<file path="src/rtl/cal_timer.sv">
module cal_timer #(
  parameter int AW = 4
) (
  input  logic          clk,
  input  logic          rst_n,
  input  logic          tick_en,
  input  logic          wr_en,
  input  logic [AW-1:0] addr,
  input  logic [7:0]    wdata,
  output logic [7:0]    rdata,
  output logic          irq,
  output logic          tick_out
);

  localparam logic [AW-1:0] A_CTRL = AW'(0);
  localparam logic [AW-1:0] A_FLAG = AW'(1);
  localparam logic [AW-1:0] A_CNTA = AW'(2);
  localparam logic [AW-1:0] A_CNTB = AW'(3);
  localparam logic [AW-1:0] A_SEC  = AW'(4);
  localparam logic [AW-1:0] A_MIN  = AW'(5);
  localparam logic [AW-1:0] A_HR   = AW'(6);
  localparam logic [AW-1:0] A_DOW  = AW'(7);
  localparam logic [AW-1:0] A_DAY  = AW'(8);
  localparam logic [AW-1:0] A_MON  = AW'(9);
  localparam logic [AW-1:0] A_YRL  = AW'(10);
  localparam logic [AW-1:0] A_YRH  = AW'(11);

  logic [3:0]  ctrl_q;
  logic        flag_q, tick_q;
  logic [7:0]  cnt_a_q, cnt_b_q;
  logic [7:0]  sec_q, min_q, hr_q, dow_q, day_q, mon_q;
  logic [15:0] year_q;

  wire cal_mode = ctrl_q[0];
  wire chain    = ctrl_q[1];
  wire hold     = ctrl_q[2];
  wire irq_en   = ctrl_q[3];

  wire w_ctrl = wr_en && addr == A_CTRL;
  wire w_flag = wr_en && addr == A_FLAG;
  wire w_cnta = wr_en && addr == A_CNTA;
  wire w_cntb = wr_en && addr == A_CNTB;
  wire w_sec  = wr_en && addr == A_SEC;
  wire w_min  = wr_en && addr == A_MIN;
  wire w_hr   = wr_en && addr == A_HR;
  wire w_dow  = wr_en && addr == A_DOW;
  wire w_day  = wr_en && addr == A_DAY;
  wire w_mon  = wr_en && addr == A_MON;
  wire w_yrl  = wr_en && addr == A_YRL;
  wire w_yrh  = wr_en && addr == A_YRH;

  wire step_cnt = tick_en && !cal_mode && !hold;
  wire step_cal = tick_en &&  cal_mode && !hold;

  wire b_inc   = step_cnt && (chain ? (cnt_a_q == 8'hFF) : 1'b1);
  wire b_event = b_inc && cnt_b_q == 8'hFF;

  wire sec_end = sec_q >= 8'd59;
  wire min_end = min_q >= 8'd59;
  wire hr_end  = hr_q  >= 8'd23;
  wire mon_end = mon_q >= 8'd12;

  wire leap = (year_q[1:0] == 2'd0) &&
              (((year_q % 16'd100) != 16'd0) || ((year_q % 16'd400) == 16'd0));

  logic [7:0] day_max;
  always_comb begin
    case (mon_q)
      8'd2:                     day_max = leap ? 8'd29 : 8'd28;
      8'd4, 8'd6, 8'd9, 8'd11:  day_max = 8'd30;
      default:                  day_max = 8'd31;
    endcase
  end
  wire day_end = day_q >= day_max;

  wire c_min = step_cal && sec_end;
  wire c_hr  = c_min && min_end;
  wire c_day = c_hr && hr_end;
  wire c_mon = c_day && day_end;
  wire c_yr  = c_mon && mon_end;

  wire event_now = b_event || c_min;

  always_ff @(posedge clk or negedge rst_n) begin
    if (!rst_n) begin
      ctrl_q <= '0;
      flag_q <= 1'b0;
      tick_q <= 1'b0;
    end else begin
      if (w_ctrl) ctrl_q <= wdata[3:0];
      if (event_now)   flag_q <= 1'b1;
      else if (w_flag) flag_q <= wdata[0];
      tick_q <= event_now;
    end
  end

  always_ff @(posedge clk or negedge rst_n) begin
    if (!rst_n) begin
      cnt_a_q <= '0;
      cnt_b_q <= '0;
    end else begin
      if (w_cnta)        cnt_a_q <= wdata;
      else if (step_cnt) cnt_a_q <= cnt_a_q + 8'd1;
      if (w_cntb)        cnt_b_q <= wdata;
      else if (b_inc)    cnt_b_q <= cnt_b_q + 8'd1;
    end
  end

  always_ff @(posedge clk or negedge rst_n) begin
    if (!rst_n) begin
      sec_q <= '0;
      min_q <= '0;
      hr_q  <= '0;
      dow_q <= '0;
    end else begin
      if (w_sec)         sec_q <= wdata;
      else if (step_cal) sec_q <= sec_end ? 8'd0 : sec_q + 8'd1;
      if (w_min)         min_q <= wdata;
      else if (c_min)    min_q <= min_end ? 8'd0 : min_q + 8'd1;
      if (w_hr)          hr_q  <= wdata;
      else if (c_hr)     hr_q  <= hr_end ? 8'd0 : hr_q + 8'd1;
      if (w_dow)         dow_q <= wdata;
      else if (c_day)    dow_q <= (dow_q >= 8'd6) ? 8'd0 : dow_q + 8'd1;
    end
  end

  always_ff @(posedge clk or negedge rst_n) begin
    if (!rst_n) begin
      day_q  <= 8'd1;
      mon_q  <= 8'd1;
      year_q <= '0;
    end else begin
      if (w_day)         day_q <= wdata;
      else if (c_day)    day_q <= day_end ? 8'd1 : day_q + 8'd1;
      if (w_mon)         mon_q <= wdata;
      else if (c_mon)    mon_q <= mon_end ? 8'd1 : mon_q + 8'd1;
      if (w_yrl || w_yrh) begin
        if (w_yrl) year_q[7:0]  <= wdata;
        if (w_yrh) year_q[15:8] <= wdata;
      end else if (c_yr) begin
        year_q <= year_q + 16'd1;
      end
    end
  end

  always_comb begin
    case (addr)
      A_CTRL:  rdata = {4'd0, ctrl_q};
      A_FLAG:  rdata = {7'd0, flag_q};
      A_CNTA:  rdata = cnt_a_q;
      A_CNTB:  rdata = cnt_b_q;
      A_SEC:   rdata = sec_q;
      A_MIN:   rdata = min_q;
      A_HR:    rdata = hr_q;
      A_DOW:   rdata = dow_q;
      A_DAY:   rdata = day_q;
      A_MON:   rdata = mon_q;
      A_YRL:   rdata = year_q[7:0];
      A_YRH:   rdata = year_q[15:8];
      default: rdata = 8'd0;
    endcase
  end

  assign irq      = flag_q && irq_en;
  assign tick_out = tick_q;

endmodule

</file>
<file path="config.mk">
export PLATFORM = sky130hd
export DESIGN_NAME = cal_timer
export DESIGN_NICKNAME = d
export VERILOG_FILES = /design/src/rtl/cal_timer.sv
export SDC_FILE = /design/constraint.sdc
export NUM_CORES = 1
export LEC_CHECK = 0
export BUFFER_PORTS_ARGS = -buffer_cell sky130_fd_sc_hd__buf_2
export CORE_MARGIN = 2
export CORE_UTILIZATION = 55
export DETAILED_ROUTE_END_ITERATION = 10
export GPL_ROUTABILITY_DRIVEN = 1
export PLACE_DENSITY = 0.72
export SETUP_SLACK_MARGIN = 0.05
export SYNTH_ARGS = -nofsm -noshare
export SYNTH_HDL_FRONTEND = slang
export SYNTH_SLANG_ARGS = --single-unit
</file>
<file path="constraint.sdc">
create_clock -name clk -period 8.35 [get_ports clk]
set_clock_uncertainty 0.2 [all_clocks]
set_input_delay 1.2525 -clock clk [delete_from_list [all_inputs] [get_ports clk]]
set_output_delay 1.2525 -clock clk [all_outputs]
set_load 0.005 [all_outputs]
</file>
* Word level (Yosys, flattened, before mapping) *
Cells that the tools add are included.

storage, ports and cells
  bits in registers = 86
  bits of input ports = 16
  output and inout port bits = 10
  logic and storage cells = 129

operators by class
  add/sub/neg operators = 9
  divide/modulo/power cells = 2
  order comparisons = 6
  eq/ne operators = 20
  mux-type cells = 32
  reduce and logical (&&, ||, !) cells = 47

operators by type and width
  operator               count
  $mux 8                 24
  $pmux 8 s12            1
  $add 8x1->8 const B    8
  $mux 16                2
  $logic_and 1x1->1      25
  $reduce_bool 2->1      10
  $add 16x1->16 const B  1
  $eq 4x3->1 const B     4
  $eq 4x4->1 const B     4
  $eq 8x3->1 const B     2
  $eq 8x4->1 const B     2
  $eq 8x8->1 const B     2
  $ge 8x6->1 const B     2
  $logic_not 16->1       1
  $mod 16x7->16 const B  1
  $mod 16x9->16 const B  1
  $reduce_bool 16->1     1
  $eq 4x2->1 const B     2
  $eq 8x2->1 const B     1
  $ge 8x3->1 const B     1
  $ge 8x4->1 const B     1
  $ge 8x5->1 const B     1
  $ge 8x8->1             1
  $eq 4x1->1 const B     1
  9 further kinds        17

* Longest topological paths before layout *
Gate-level depths: netlist of the first run.

  depth after elaboration = 11
  mapped depth = 36
  depth with buffers taken out = 30

* Worst setup path after synthesis of the first run *
Ideal clock, no wire load.

  path type = reg-to-reg
  start point = register year_q[10]
  end point = register year_q[14]
  setup time = 0.077 ns
  arrival = 7.227 ns
  required time = 8.073 ns
  setup slack = 0.846 ns
  cell stages (with the launch flop) = 35
  buffers on the path = 4
  clock period less this slack = 7.504 ns
  cell sequence = dfrtp_1 buf_6 a21boi_2 o21a_1 o221a_4 or4_1 buf_2 and2_1 o32a_4 o22a_1 a211oi_2 o22ai_2 and2_1 buf_6 o31a_2 o221a_4 a211oi_4 o41ai_4 xor2_2 o311ai_2 nor2_2 o32ai_1 xnor2_1 mux2i_1 a21oi_1 ha_1 nand2b_1 a21oi_1 o21ai_1 and3_1 nand2b_1 o21ai_1 clkbuf_1 a21oi_1 a21oi_1

between the ends
  longest elaborated chain between the ends = 11
  elaborated cells on any way between the ends = 16
  classes of those cells = 1 x add/sub; 2 x div; 1 x order compare; 4 x mux; 8 x reduce/logical

RTL lines
  what                                                           line  RTL
  from (decl)                                                    32    logic [15:0] year_q;
  from (signal assigned)                                         139   if (w_yrh) year_q[15:8] <= wdata;
  from (signal assigned)                                         141   year_q <= year_q + 16'd1;
  $mod 16x7->16 / $mod 16x9->16 (equally long branches)          64    (((year_q % 16'd100) != 16'd0) || ((year_q % 16'd400) == 16'd0));
  $reduce_bool 16->1 / $logic_not 16->1 (equally long branches)  64
  $logic_or 1x1->1                                               64
  $logic_and 1x1->1                                              63    wire leap = (year_q[1:0] == 2'd0) &&
  $mux 1                                                         69    8'd2: day_max = leap ? 8'd29 : 8'd28;
  $pmux 2 s2                                                     68    case (mon_q)
  $ge 8x8->1                                                     74    wire day_end = day_q >= day_max;
  $logic_and 1x1->1                                              79    wire c_mon = c_day && day_end;
  $logic_and 1x1->1                                              80    wire c_yr = c_mon && mon_end;
  $reduce_bool 2->1 (no line)                                    n/a
  $reduce_and 2->1 (no line)                                     n/a

Parallel ways exist; a longest one is shown, timed or not. The select of a mux whose other input is x is not followed.
A chain may end at the register's enable or synchronous reset.

* Worst setup path after layout of the first run *
  start point = register year_q[15]
  end point = register year_q[0]

between the ends
  longest elaborated chain between the ends = 11
  elaborated cells on any way between the ends = 13
  classes of those cells = 2 x div; 1 x order compare; 2 x mux; 8 x reduce/logical

RTL lines
  what                                                           line
  $mod 16x7->16 / $mod 16x9->16 (equally long branches)          64
  $reduce_bool 16->1 / $logic_not 16->1 (equally long branches)  64
  $logic_or 1x1->1 *                                             64
  $logic_and 1x1->1 *                                            63
  $mux 1 *                                                       69
  $pmux 2 s2 *                                                   68
  $ge 8x8->1 *                                                   74
  $logic_and 1x1->1 *                                            79
  $logic_and 1x1->1 *                                            80
  $reduce_bool 2->1 (no line) *                                  n/a
  $reduce_and 2->1 (no line) *                                   n/a

Mark *: on every way between the ends. The rest lies on a longest branch, timed or not.

==> results.cfg, run 1 <==
[outcome]
status = completed

[timing]
finalCriticalPeriod_ns = 7.871
relSlewSlack_pct = 21.32
drv_slew = 0
finalSetupViolations = 0
rsz0062_at_grt = false
finalCritPeriodShare_pct = 94.27
worst_slew_pin_slew_ns = 1.171
finalHoldViolations = 0
setup-tns-final_ns = 0
fmax_mhz = 127.0

[cts]
cts_htree_levels = 3
cts_tree = done
cts_buffers = 9
cts.sinks = 86
cts_max_path_buffers = 2
insertion_delay_ns = 0.35
root_buffer = clkbuf_16
clk_pin_slew_ns = 0.07

[grt]
grt_pass1_wl_um = 38720
grt_pass1_vias = 7520
grt_max_degree = 46
grt-ovfl-total = 0
antenna_found_initial = 0
grt_usage_pct = 30.19

[power_and_ir_drop]
total_leakage_power_nw = 3.403
switchingPower_mw = 1.526
peakVddDrop_mv = 0.2476
power.share.clock_pct = 13.1
seq_power_share_pct = 25.2
swShare_pct = 47.54
powerDensity_mw_per_mm2 = 369.7
p_int_mw = 1.684
combPwrFrac_pct = 61.7

[yosys]
synth-seq-cells = 86
synth_edf_count = 0
synthDominantCellAreaShare_pct = 26.10
synth.cell_area_mm2 = 0.008053
synthTopCellsByCount = 153 x nand2_1, 109 x o21ai_0, 84 x dfrtp_1, 83 x nor2_1, 66 x a21oi_1
synth_area_leaders = dfrtp_1 26%, nand2_1 7.1%, o21ai_0 6.8%, a21oi_1 4.1%, nor2_1 3.9%
syn_inst = 1046
yosysUniqueCellTypes = 99
ys_async_sr_fraction_pct = 100.0
synth.largest_area_cell = dfrtp_1
syn_nets = 1078
yosysWarnings = 0
yosysSeqAreaShare_pct = 26.76
yosysMostFrequentCell = nand2_1
synthFlopType = dfrtp_1
syn_avg_cell_area_um2 = 7.699

[place]
hpwl_um = 16940
gp_congestion = 0.9782
dp_cells = 1208
io_buffer_count = 25

[worst_setup_path]
endpoint_kind = flip-flop
path_class = reg2reg
critPathRequiredTime_ns = 8.43
critPathLaunchType = flip-flop
worst_path_largest_cell_delay_ns = 0.60
slowest_stage = dfrtp_4
path_max_fanout = 28
arrival_ns = 7.95

[die]
core-area_mm2 = 0.01442
io_pins = 26
die_x_um = 125
chipHeight_um = 125
die_area_mm2 = 0.01563
start_util_pct = 55.83
rows = 44

[detailed_routing]
vias_per_cell = 6.623
drc_errors = 0
drtIter0Drc = 910
ant_nets = 0
num_vias = 8133
drt_wl_total_um = 23900
dr.pass1.iters = 8
wl_per_cell_um = 19.46

[min_path]
hold_class = reg2reg

[finish]
layout.nets = 1071
instances_no_fill = 1228
utilization_pct = 60.20
nFillCells = 1358
syn_to_final_growth_pct = 7.831
drive_gt1_share_pct = 13.12
antenna_cells = 0

[run]
cap_violations = 0
==> layout by cell type (no fill, tap or decap), types with 11 or more instances in the layout <==
master / synthesis / final
mux2i_1: 22 / 22
nand2_1: 153 / 153
nand3_1: 40 / 40
xnor2_1: 11 / 11
o21ai_0: 109 / 109
a31oi_1: 23 / 23
mux2_2: 12 / 12
inv_1: 21 / 21
dfrtp_1: 84 / 79
nand2b_1: 21 / 21
and3_1: 21 / 20
buf_4: 6 / 26
a21oi_1: 66 / 65
buf_2: 9 / 24
nand4_1: 17 / 17
ha_1: 16 / 16
nor2_1: 83 / 82
nor2b_1: 11 / 11
and2_1: 12 / 11
o31ai_1: 13 / 13
nor3_1: 23 / 23
o22ai_1: 13 / 12
==> sequential cells by signal, indices dropped and copies added (netlist names), 4 cells and up <==
register  count
year_q       16
cnt_b_q       8
min_q         8
dow_q         8
ctrl_q        4
sec_q         8
day_q         8
hr_q          8
mon_q         8
cnt_a_q       8
==> what timing repair did <==
action | in CTS | in global routing
buffers inserted | 0 | 4
hold buffers | 0 | 0
resized for setup | 0 | 20
endpoints found under the setup margin | 0 | 31
==> final cells by class <==
| type | instances | area [µm²] | share of cell area [%] |
|---|---|---|---|
| well taps | 184 | 230.2 | 2.651 |
| flip-flops and latches | 86 | 2166 | 24.94 |
| clock inverters | 5 | 56.30 | 0.6484 |
| inverters | 21 | 78.83 | 0.9078 |
| clock buffers | 11 | 252.7 | 2.911 |
| repair buffers | 50 | 315.3 | 3.631 |
| multi-input cells | 871 | 5584 | 64.31 |
==> routing by layer <==
metal	up-vias	GRT usage [%]	wire length, µm
met2	305	48.56	11180
met4	0	11.90	922
li1	3899	-	-
met3	63	3.423	1458
met5	-	0	0
met1	3866	41.89	10340
==> cell families (layout without fill, tap and decap cells) <==
kind of cell,after synthesis,in the layout,synth area share (%)
AOI/OAI and AO/OA,362,362,31.57
xor gates and xnor gates,22,22,2.579
adders and majority gates,18,18,2.735
buffers and inverters,89,87,4.848
DFF,86,86,26.76
muxes,39,39,5.702
and+or+nand+nor,430,430,25.81
==> path summary, 6_finish.rpt <==
kind | start | endpoint | slack (ns) | cells after the start
max in group asynchronous | rst_n | year_q[13] | 6.22 | 2
worst min register to register | dow_q[0] | dow_q[0] | 0.36 | 1
min in group asynchronous | rst_n | sec_q[0] | 0.68 | 1
worst max register to register | year_q[15] | year_q[0] | 0.48 | 33
worst max-delay path | year_q[15] | year_q[0] | 0.48 | 33
worst min-delay path | dow_q[0] | dow_q[0] | 0.36 | 1
==> power groups by stage <==
stage | combinational (mW) | clock, mW | sequential [mW]
after global routing | 2.19 | 0.440 | 0.827
after global placement | 1.77 | 0 | 0.801
after CTS | 1.81 | 0.423 | 0.797
final | 1.98 | 0.421 | 0.808
after detailed placement | 1.80 | 0 | 0.802
after floorplan | 1.52 | 0 | 0.687
==> metrics by stage <==
step	area [µm²]	hold WS, ns	setup WS (ns)	total power [mW]
final	8683	0.3592	0.4787	3.210
after global routing	8683	0.3768	0.04084	3.453
after CTS	8572	0.3635	0.1131	3.032
after detailed placement	8263	0.3498	0.1245	2.605
after global placement	8263	0.3361	0.3323	2.575
after floorplan	8053	0.2841	0.8456	2.203
==> critical path, delay by kind of cell, from the launching register on <==
family | cells | cell delay [ns]
xor gates and xnor gates | 2 | 0.37
AOI/OAI and AO/OA | 17 | 3.70
muxes | 2 | 0.30
buffers and inverters | 3 | 0.65
DFF | 1 | 0.60
adders and majority gates | 1 | 0.26
and+or+nand+nor | 8 | 1.70
Power figures use the tool's default switching activity.
==> run 2, diff against run 1 <==
Settings changed: RECOVER_POWER set to 50.
==> results.cfg, run 2 (same netlist as run 1, synthesis figures left out) <==
[cts]
cts_max_path_buffers = 2
cts_tree = done
cts_buffers = 9
cts.sinks = 86
ctsHoldBuffers = 0
cts_htree_levels = 3
root_buffer = clkbuf_16
clk_pin_slew_ns = 0.07
insertion_delay_ns = 0.35

[power_and_ir_drop]
peakVddDrop_mv = 0.2467
p_total_mw = 3.210
total_leakage_power_nw = 3.392
powerDensity_mw_per_mm2 = 370.0

[worst_setup_path]
r2r_start = year_q[15]
worst-path-buf-inv = 2
worst_path_most_repeated_cell = a21oi_1
path_depth = 32
path_max_fanout = 28
endpoint_kind = flip-flop
critPathLaunchType = flip-flop
ff2ff_setup_slack_ns = 0.49
worst_path_largest_cell_delay_ns = 0.60
ff2ff_path_depth = 32
path_class = reg2reg
critPathRequiredTime_ns = 8.42
path_delay_family = compound AO/OA/AOI/OAI gates
timing.rr.end = year_q[0]
startpoint = year_q[15]
endpoint = year_q[0]
slowest_stage = dfrtp_4
arrival_ns = 7.94

[finish]
syn_to_final_growth_pct = 7.722
antenna_cells = 0
layout.nets = 1071
layout_common_cells = 153 x nand2_1, 109 x o21ai_0, 82 x nor2_1, 79 x dfrtp_1, 65 x a21oi_1
nFillCells = 1360
largest_reg_flops = 16
layout_commonest_cell = nand2_1
drive_gt1_share_pct = 12.84
final_area_mm2 = 0.008675
top_register = year_q

[min_path]
hold_class = reg2reg

[die]
rows = 44
die_area_mm2 = 0.01563
start_util_pct = 55.83
die_x_um = 125
core-area_mm2 = 0.01442
io_pins = 26
chipHeight_um = 125

[timing]
relSlewSlack_pct = -64.61
finalHoldViolations = 0
setup-tns-final_ns = 0
drv_slew = 89
finalSetupViolations = 0
finalCritPeriodShare_pct = 94.15
worst_slew_pin_slew_ns = 2.469
finalCriticalPeriod_ns = 7.862
fmax_mhz = 127.2
rsz0062_at_grt = false

[detailed_routing]
vias_per_cell = 6.646
wl_per_cell_um = 19.51
dr.pass1.iters = 6
ant_nets = 0
drc_errors = 0
drtIter0Drc = 793
drt_wl_total_um = 23960
num_vias = 8161

[place]
hpwl_um = 16940
io_buffer_count = 25
post_dp_cell_area_mm2 = 0.008263
gp_congestion = 0.9782

[grt]
antenna_found_initial = 0
grt-ovfl-total = 0
grt_pass1_wl_um = 38720
grt_max_degree = 46
grt_usage_pct = 30.19
grt_pass1_vias = 7520

[run]
cap_violations = 2

[outcome]
status = finished, violations left
failed_checks = capacitance limit, slew limit
-- run 2: cell count changes in the layout (fill, tap and decap cells not counted) --
cell	before	now
and2_1	11	10
buf_2	24	23
and2_0	0	1
buf_4	26	24
clkbuf_1	0	3
-- run 2: final cells by class --
type / count / area [µm²] / area share (%)
Clock buffer: 11 / 252.7 / 2.914
Tap cell: 184 / 230.2 / 2.654
Inverter: 21 / 78.83 / 0.9087
Multi-Input combinational cell: 871 / 5584 / 64.37
Timing Repair Buffer: 50 / 306.5 / 3.534
Clock inverter: 5 / 56.30 / 0.6491
Sequential cell: 86 / 2166 / 24.97
-- run 2: worst min path at each step --
| stage | end | start | depth (start not counted) | slack [ns] |
|---|---|---|---|---|
| floorplan | flag_q | flag_q | 2 | 0.28 |
| global placement | ctrl_q[3] | ctrl_q[3] | 1 | 0.34 |
| detailed placement | ctrl_q[3] | ctrl_q[3] | 1 | 0.35 |
| CTS | flag_q | flag_q | 2 | 0.36 |
| global route | flag_q | flag_q | 2 | 0.38 |
| finish | dow_q[0] | dow_q[0] | 1 | 0.36 |
-- run 2: power by group --
| group | internal (mW) | switching (mW) |
|---|---|---|
| Sequential | 0.560 | 0.248 |
| Clock | 0.248 | 0.173 |
| Combinational | 0.875 | 1.10 |
-- run 2: timing repair --
item                                    CTS  global route
endpoints found under the setup margin    0            31
buffers inserted                          0             4
resized for setup                         0            20
-- run 2: layer usage --
layer  share of wire [%]  global-route usage [%]  up-vias
met5                   0                       0        -
met2                  47                   48.56      305
met4                 3.6                   11.90        0
met1                  44                   41.89     3892
met3                 5.7                   3.423       59
li1                    -                       -     3905
-- run 2: per-stage QoR --
| stage | hold slack, ns | setup slack [ns] | std cells | util [%] |
|---|---|---|---|---|
| after floorplan | 0.2841 | 0.8456 | 1046 | - |
| after global placement | 0.3361 | 0.3323 | 1208 | 57.29 |
| after detailed placement | 0.3498 | 0.1245 | 1208 | 57.29 |
| after CTS | 0.3635 | 0.1131 | 1224 | 59.43 |
| after global routing | 0.3784 | 0.04084 | 1228 | 60.14 |
| final | 0.3596 | 0.4885 | 1228 | 60.14 |
